## src/rtl/lapd_addr_filter.sv

```systemverilog
module lapd_addr_filter (
  input  logic       clk,
  input  logic       rst_n,
  input  logic       sof,
  input  logic       byte_vld,
  input  logic [7:0] byte_in,
  input  logic       frame_end,
  input  logic       chk_en,
  input  logic [5:0] sapi_a,
  input  logic [5:0] sapi_b,
  input  logic [6:0] tei_a,
  input  logic [6:0] tei_b,
  output logic       accept,
  output logic       reject,
  output logic [2:0] sapi_hit,
  output logic [2:0] tei_hit
);
  localparam logic [5:0] SAPI_GROUP = 6'h3F;
  localparam logic [6:0] TEI_BCAST  = 7'h7F;

  logic [7:0] first_q;
  logic       got_first, done;

  wire eff_first = got_first & ~sof;
  wire eff_done  = done & ~sof;

  wire [5:0] sapi = first_q[7:2];
  wire [6:0] tei  = byte_in[7:1];

  wire [2:0] s_hit = {sapi == SAPI_GROUP, sapi == sapi_b, sapi == sapi_a};
  wire [2:0] t_hit = {tei == TEI_BCAST, tei == tei_b, tei == tei_a};

  wire addr_ok = ~first_q[0] & byte_in[0] & (|s_hit) & (|t_hit);
  wire pass    = ~chk_en | addr_ok;

  always_ff @(posedge clk or negedge rst_n) begin
    if (!rst_n) begin
      first_q   <= '0;
      got_first <= 1'b0;
      done      <= 1'b0;
      accept    <= 1'b0;
      reject    <= 1'b0;
      sapi_hit  <= '0;
      tei_hit   <= '0;
    end else begin
      if (sof) begin
        got_first <= 1'b0;
        done      <= 1'b0;
        accept    <= 1'b0;
        reject    <= 1'b0;
        sapi_hit  <= '0;
        tei_hit   <= '0;
      end
      if (!eff_done) begin
        if (byte_vld && !eff_first) begin
          first_q   <= byte_in;
          got_first <= 1'b1;
          if (frame_end) begin
            reject <= 1'b1;
            done   <= 1'b1;
          end
        end else if (byte_vld) begin
          accept   <= pass;
          reject   <= ~pass;
          sapi_hit <= s_hit;
          tei_hit  <= t_hit;
          done     <= 1'b1;
        end else if (frame_end) begin
          reject <= 1'b1;
          done   <= 1'b1;
        end
      end
    end
  end
endmodule

```

## config.mk

```make
export PLATFORM = sky130hd
export DESIGN_NAME = lapd_addr_filter
export DESIGN_NICKNAME = d
export VERILOG_FILES = /design/src/rtl/lapd_addr_filter.sv
export SDC_FILE = /design/constraint.sdc
export NUM_CORES = 1
export LEC_CHECK = 0
export BUFFER_PORTS_ARGS = -buffer_cell sky130_fd_sc_hd__buf_2
export CAP_MARGIN = 5
export CORE_MARGIN = 1.5
export CORE_UTILIZATION = 45
export DETAILED_ROUTE_END_ITERATION = 10
export GPL_TIMING_DRIVEN = 0
export PLACE_DENSITY = 0.78
export SETUP_SLACK_MARGIN = 0.1
export SYNTH_ARGS = -nofsm -noshare
export SYNTH_HDL_FRONTEND = slang
export SYNTH_SLANG_ARGS = --single-unit
```

## constraint.sdc

```tcl
create_clock -name clk -period 1.7 [get_ports clk]
set_input_delay 0.425 -clock clk [delete_from_list [all_inputs] [get_ports clk]]
set_output_delay 0.425 -clock clk [all_outputs]
set_load 0.05 [all_outputs]
```

## Yosys cells after proc, flatten, opt, wreduce, memory -nomap -nowiden

Index checks and enable logic that the tools add are counted.
W data, S select, Z words.

| cells by class | value |
|---|---|
| bitwise operators | 11 |
| equal/unequal tests | 6 |
| muxes and demuxes | 25 |
| reduce and logical (&&, ||, !) cells | 5 |

Operators with widths:

| cell | count |
|---|---|
| $mux W3 | 8 |
| $mux W1 | 17 |
| $eq A7 B7 Y1 | 2 |
| $eq A6 B6 Y1 | 2 |
| $eq A7 B7 Y1 const B | 1 |
| $eq A6 B6 Y1 const B | 1 |
| $reduce_or A3 Y1 | 2 |
| $and A1 B1 Y1 | 5 |
| $not A1 Y1 | 5 |
| $reduce_and A2 Y1 | 1 |
| $logic_and A1 B1 Y1 | 1 |
| $logic_not A1 Y1 | 1 |
| $or A1 B1 Y1 | 1 |

| word-level totals | value |
|---|---|
| flip-flop bits (word level) | 18 |
| input bits | 40 |
| word-level logic and storage cells | 54 |

## Longest topological paths before layout

| depth | value |
|---|---|
| depth in word-level cells | 9 |
| depth in mapped cells | 5 |

## Worst setup path before layout

No wires, ideal clock.

| timing path | value |
|---|---|
| path kind | in2reg |
| start | in byte_in[7] |
| end | reg reject |
| stages on the path | 5 |
| arrival | 1224 ps |
| path slack | 352 ps |
| cell sequence | xor2_1 > nor4_1 > nand4_1 > a31oi_2 > a21oi_1 |

| on the way | value |
|---|---|
| longest elaborated chain between the ends | 8 |
| elaborated cells between the ends (all ways) | 10 |
| classes of those cells | 3 x eq/ne; 3 x mux; 3 x bitwise; 1 x reduce/logical |

RTL lines:

| item | RTL line | text |
|---|---|---|
| from (decl) | 6 | `input logic [7:0] byte_in,` |
| $eq A7 B7 Y1 | 31 | `wire [2:0] t_hit = {tei == TEI_BCAST, tei == tei_b, tei == tei_a};` |
| $reduce_or A3 Y1 * | 33 | `wire addr_ok = ~first_q[0] & byte_in[0] & (\|s_hit) & (\|t_hit);` |
| $and A1 B1 Y1 * | 33 |  |
| $or A1 B1 Y1 * | 34 | `wire pass = ~chk_en \| addr_ok;` |
| $not A1 Y1 * | 64 | `reject <= ~pass;` |
| $mux W1 * | 62 | `end else if (byte_vld) begin` |
| $mux W1 * | 55 | `if (byte_vld && !eff_first) begin` |
| $mux W1 * | 54 | `if (!eff_done) begin` |
| to (signal assigned) | 64 |  |
| to (decl) | 14 | `output logic reject,` |

Mark *: on every way between the ends. The rest lies on a longest branch, timed or not.
A chain may end at the register's enable or synchronous reset.

## Worst setup path in the final report

| timing path | value |
|---|---|
| start | reg first_q[5] |
| end | reg accept |

| on the way | value |
|---|---|
| longest elaborated chain between the ends | 8 |
| elaborated cells between the ends (all ways) | 10 |
| classes of those cells | 3 x eq/ne; 3 x mux; 3 x bitwise; 1 x reduce/logical |

RTL lines:

| item | RTL line | text |
|---|---|---|
| from (decl) | 21 | `logic [7:0] first_q;` |
| from (signal assigned) | 56 | `first_q <= byte_in;` |
| $eq A6 B6 Y1 | 30 | `wire [2:0] s_hit = {sapi == SAPI_GROUP, sapi == sapi_b, sapi == sapi_a};` |
| $reduce_or A3 Y1 * | 33 |  |
| $and A1 B1 Y1 * (2 in series) | 33 |  |
| $or A1 B1 Y1 * | 34 |  |
| $mux W1 * | 62 |  |
| $mux W1 * | 55 |  |
| $mux W1 * | 54 |  |
| to (signal assigned) | 63 | `accept <= pass;` |
| to (decl) | 13 | `output logic accept,` |

Marked as above.

==> impl_metrics.yaml <==
run_status:
  status: "complete, no violations"
routing:
  dr.pass1.iters: 4
  vias: 959
  vias_per_cell: 5.48
  drc: 0
  drt-total-wl_um: 2390
  first_iter_violations: 4
  ant_nets: 0
  post_drt_wl_per_cell_um: 13.6
die:
  dieHeight_um: 50.7
  dieArea_mm2: 0.00257
  core_area_mm2: 0.00219
  rows: 17
  io-pin-count: 48
  initial_core_util: 0.468
  die_w_um: 50.7
final_layout:
  drive_above_1_share: 0.422
  num_antenna_cells: 0
  multi_input_area_um2: 599
  nFillCells: 192
  final_cell_mix: "buf_2 (47), dfrtp_1 (17), xnor2_1 (16)"
  seq_area_um2: 425
  areaGrowthSynthToFinish_pct: 29.7
  layout.nets: 188
  final_common_cell: "buf_2"
clocking:
  path_clk_slew_ns: 0.09
  clock_sinks: 17
  cts-root-buf: "clkbuf_4"
  clockBufferDepth: 2
  cts_tree: "yes"
  cts_made_buffers: 3
  htree_levels: 1
  insertion_delay_ns: 0.29
synthesis:
  syn_area_per_cell_um2: 10.7
  yosys_most_used_dff: "dfrtp_1"
  postSynthCellCount: 96
  yosysSeqAreaShare: 0.415
  syn_area_mm2: 0.00102
  syn_nets: 136
  synthArstFlopShare: 1.00
  ys_seq_elements: 17
  synth_edf_count: 0
  ys_warn_count: 0
  ys_types: 27
sta:
  tns_ns: 0
  maxSlewViolCount: 0
  worst_hold_slack_ns: 0.0347
  max_freq_mhz: 684
  period_needed_ns: 1.46
  fin_crit_sh: 0.860
  rsz0062_at_grt: "false"
  worst-slew-pin-transition_ns: 0.421
  finalWorstSetupSlack_ns: 0.238
  worst_clock_skew_ns: 0.00110
  finalSetupViolations: 0
  slew_headroom: 0.719
  hold_viol: 0
power:
  p_per_area_mw_per_mm2: 715
  leakagePower_nw: 0.621
  peakVddDrop_mv: 0.378
placed_design:
  dpl.hpwl_um: 1960
  port_buffers: 47
  place_ws_ns: 0.0175
  routabilityCongestion: 0.830
setup_path:
  crit_type: "reg2reg"
  cp_max_fo: 4
  arrival_ns: 1.69
  cp.required_ns: 1.93
  r2r-start: "first_q[5]$_DFFE_PN0P_"
  endpoint_kind: "flop"
  crit_start: "first_q[5]$_DFFE_PN0P_"
  cp-start-kind: "flop"
global_route:
  grt_overflow: 0
  antenna_found_initial: 0
  grt_usage: 0.214
  grt_start_max_net_pins: 18
  grt_pass1_vias: 943
  grt_pass1_wl_um: 4020
run:
  maxCapViolCount: 0
min_path:
  hold_path.class: "in2async"
power by group:
| group | internal, mW | total (mW) | leakage, nW | switching (mW) |
|---|---|---|---|---|
| clock network | 0.0913 | 0.209 | 0.0150 | 0.118 |
| registers | 0.439 | 0.481 | 0.214 | 0.0419 |
| logic | 0.132 | 0.260 | 0.393 | 0.128 |
| total | 0.662 | 0.950 | 0.621 | 0.288 |
metrics by stage:
stage	utilization	cells	instance area [µm²]	power, mW
2_1_floorplan	-	96	1020	0.641
3_3_place_gp	0.591	171	1290	0.734
3_5_place_dp	0.591	171	1290	0.748
4_1_cts	0.603	175	1320	0.957
5_1_grt	0.607	175	1330	1.01
6_report	0.607	175	1330	0.950
cells in the mapped netlist (all sizes together), types with 2 or more instances:
| cell | count | area (µm²) |
|---|---|---|
| o21ai | 4 | 23.8 |
| xor2 | 10 | 87.6 |
| a21oi | 4 | 20.0 |
| nor4 | 2 | 12.5 |
| nand4 | 6 | 37.5 |
| nor2 | 2 | 7.51 |
| nand3 | 8 | 40.0 |
| nand2 | 3 | 11.3 |
| mux2 | 7 | 78.8 |
| xnor2 | 16 | 140 |
| o31ai | 3 | 22.5 |
| dfrtp | 17 | 425 |
registers in the layout, indices dropped and copies added (netlist names):
| register | flops |
|---|---|
| accept | 1 |
| done | 1 |
| first_q | 7 |
| got_first | 1 |
| reject | 1 |
| sapi_hit | 3 |
| tei_hit | 3 |
per-layer routing:
layer / up-vias / GRT usage / share of wire
li1: 458 / - / -
met3: 7 / 0.0179 / 0.052
met2: 42 / 0.377 / 0.49
met5: - / 0 / 0
met4: 0 / 0.131 / 0.028
met1: 452 / 0.250 / 0.42
timing repair:
item / 4_1_cts / 5_1_grt
hold buffers: 0 / 0
endpoints found under the setup margin: 0 / 1
buffers inserted: 0 / 0
resized for setup: 0 / 1
worst max-delay path, stage by stage, from the launching register on:
cell     delay [ns]
dfrtp_1        0.44
xnor2_1        0.19
nand4_1        0.15
nor4b_1        0.33
a211o_1        0.18
a32o_1         0.12
final timing paths:
| kind | end | slack [ns] | depth (start not counted) |
|---|---|---|---|
| worst max-delay path | accept$_DFF_PN0_ | 0.24 | 5 |
| max in group asynchronous | first_q[5]$_DFFE_PN0P_ | 1.40 | 1 |
| min in group clk | done$_DFF_PN0_ | 0.35 | 2 |
| worst min-delay path | first_q[0]$_DFFE_PN0P_ | 0.03 | 1 |
| worst max register to register | accept$_DFF_PN0_ | 0.24 | 5 |
| worst min register to register | sapi_hit[1]$_DFF_PN0_ | 0.51 | 2 |
area by class of cell:
| type | count | area share |
|---|---|---|
| flip-flops and latches | 17 | 0.320 |
| inverters | 1 | 0.00282 |
| well taps | 28 | 0.0264 |
| clock buffers | 4 | 0.0198 |
| repair buffers | 47 | 0.177 |
| multi-input cells | 77 | 0.451 |
| plain buffers | 1 | 0.00282 |
kinds of logic after synthesis:
logic type                synth area share
xor gates and xnor gates             0.222
DFF                                  0.415
buffers and inverters              0.00732
muxes                               0.0769
and+or+nand+nor                      0.145
AOI/OAI and AO/OA                    0.133
(Power assumes the default switching activity.)
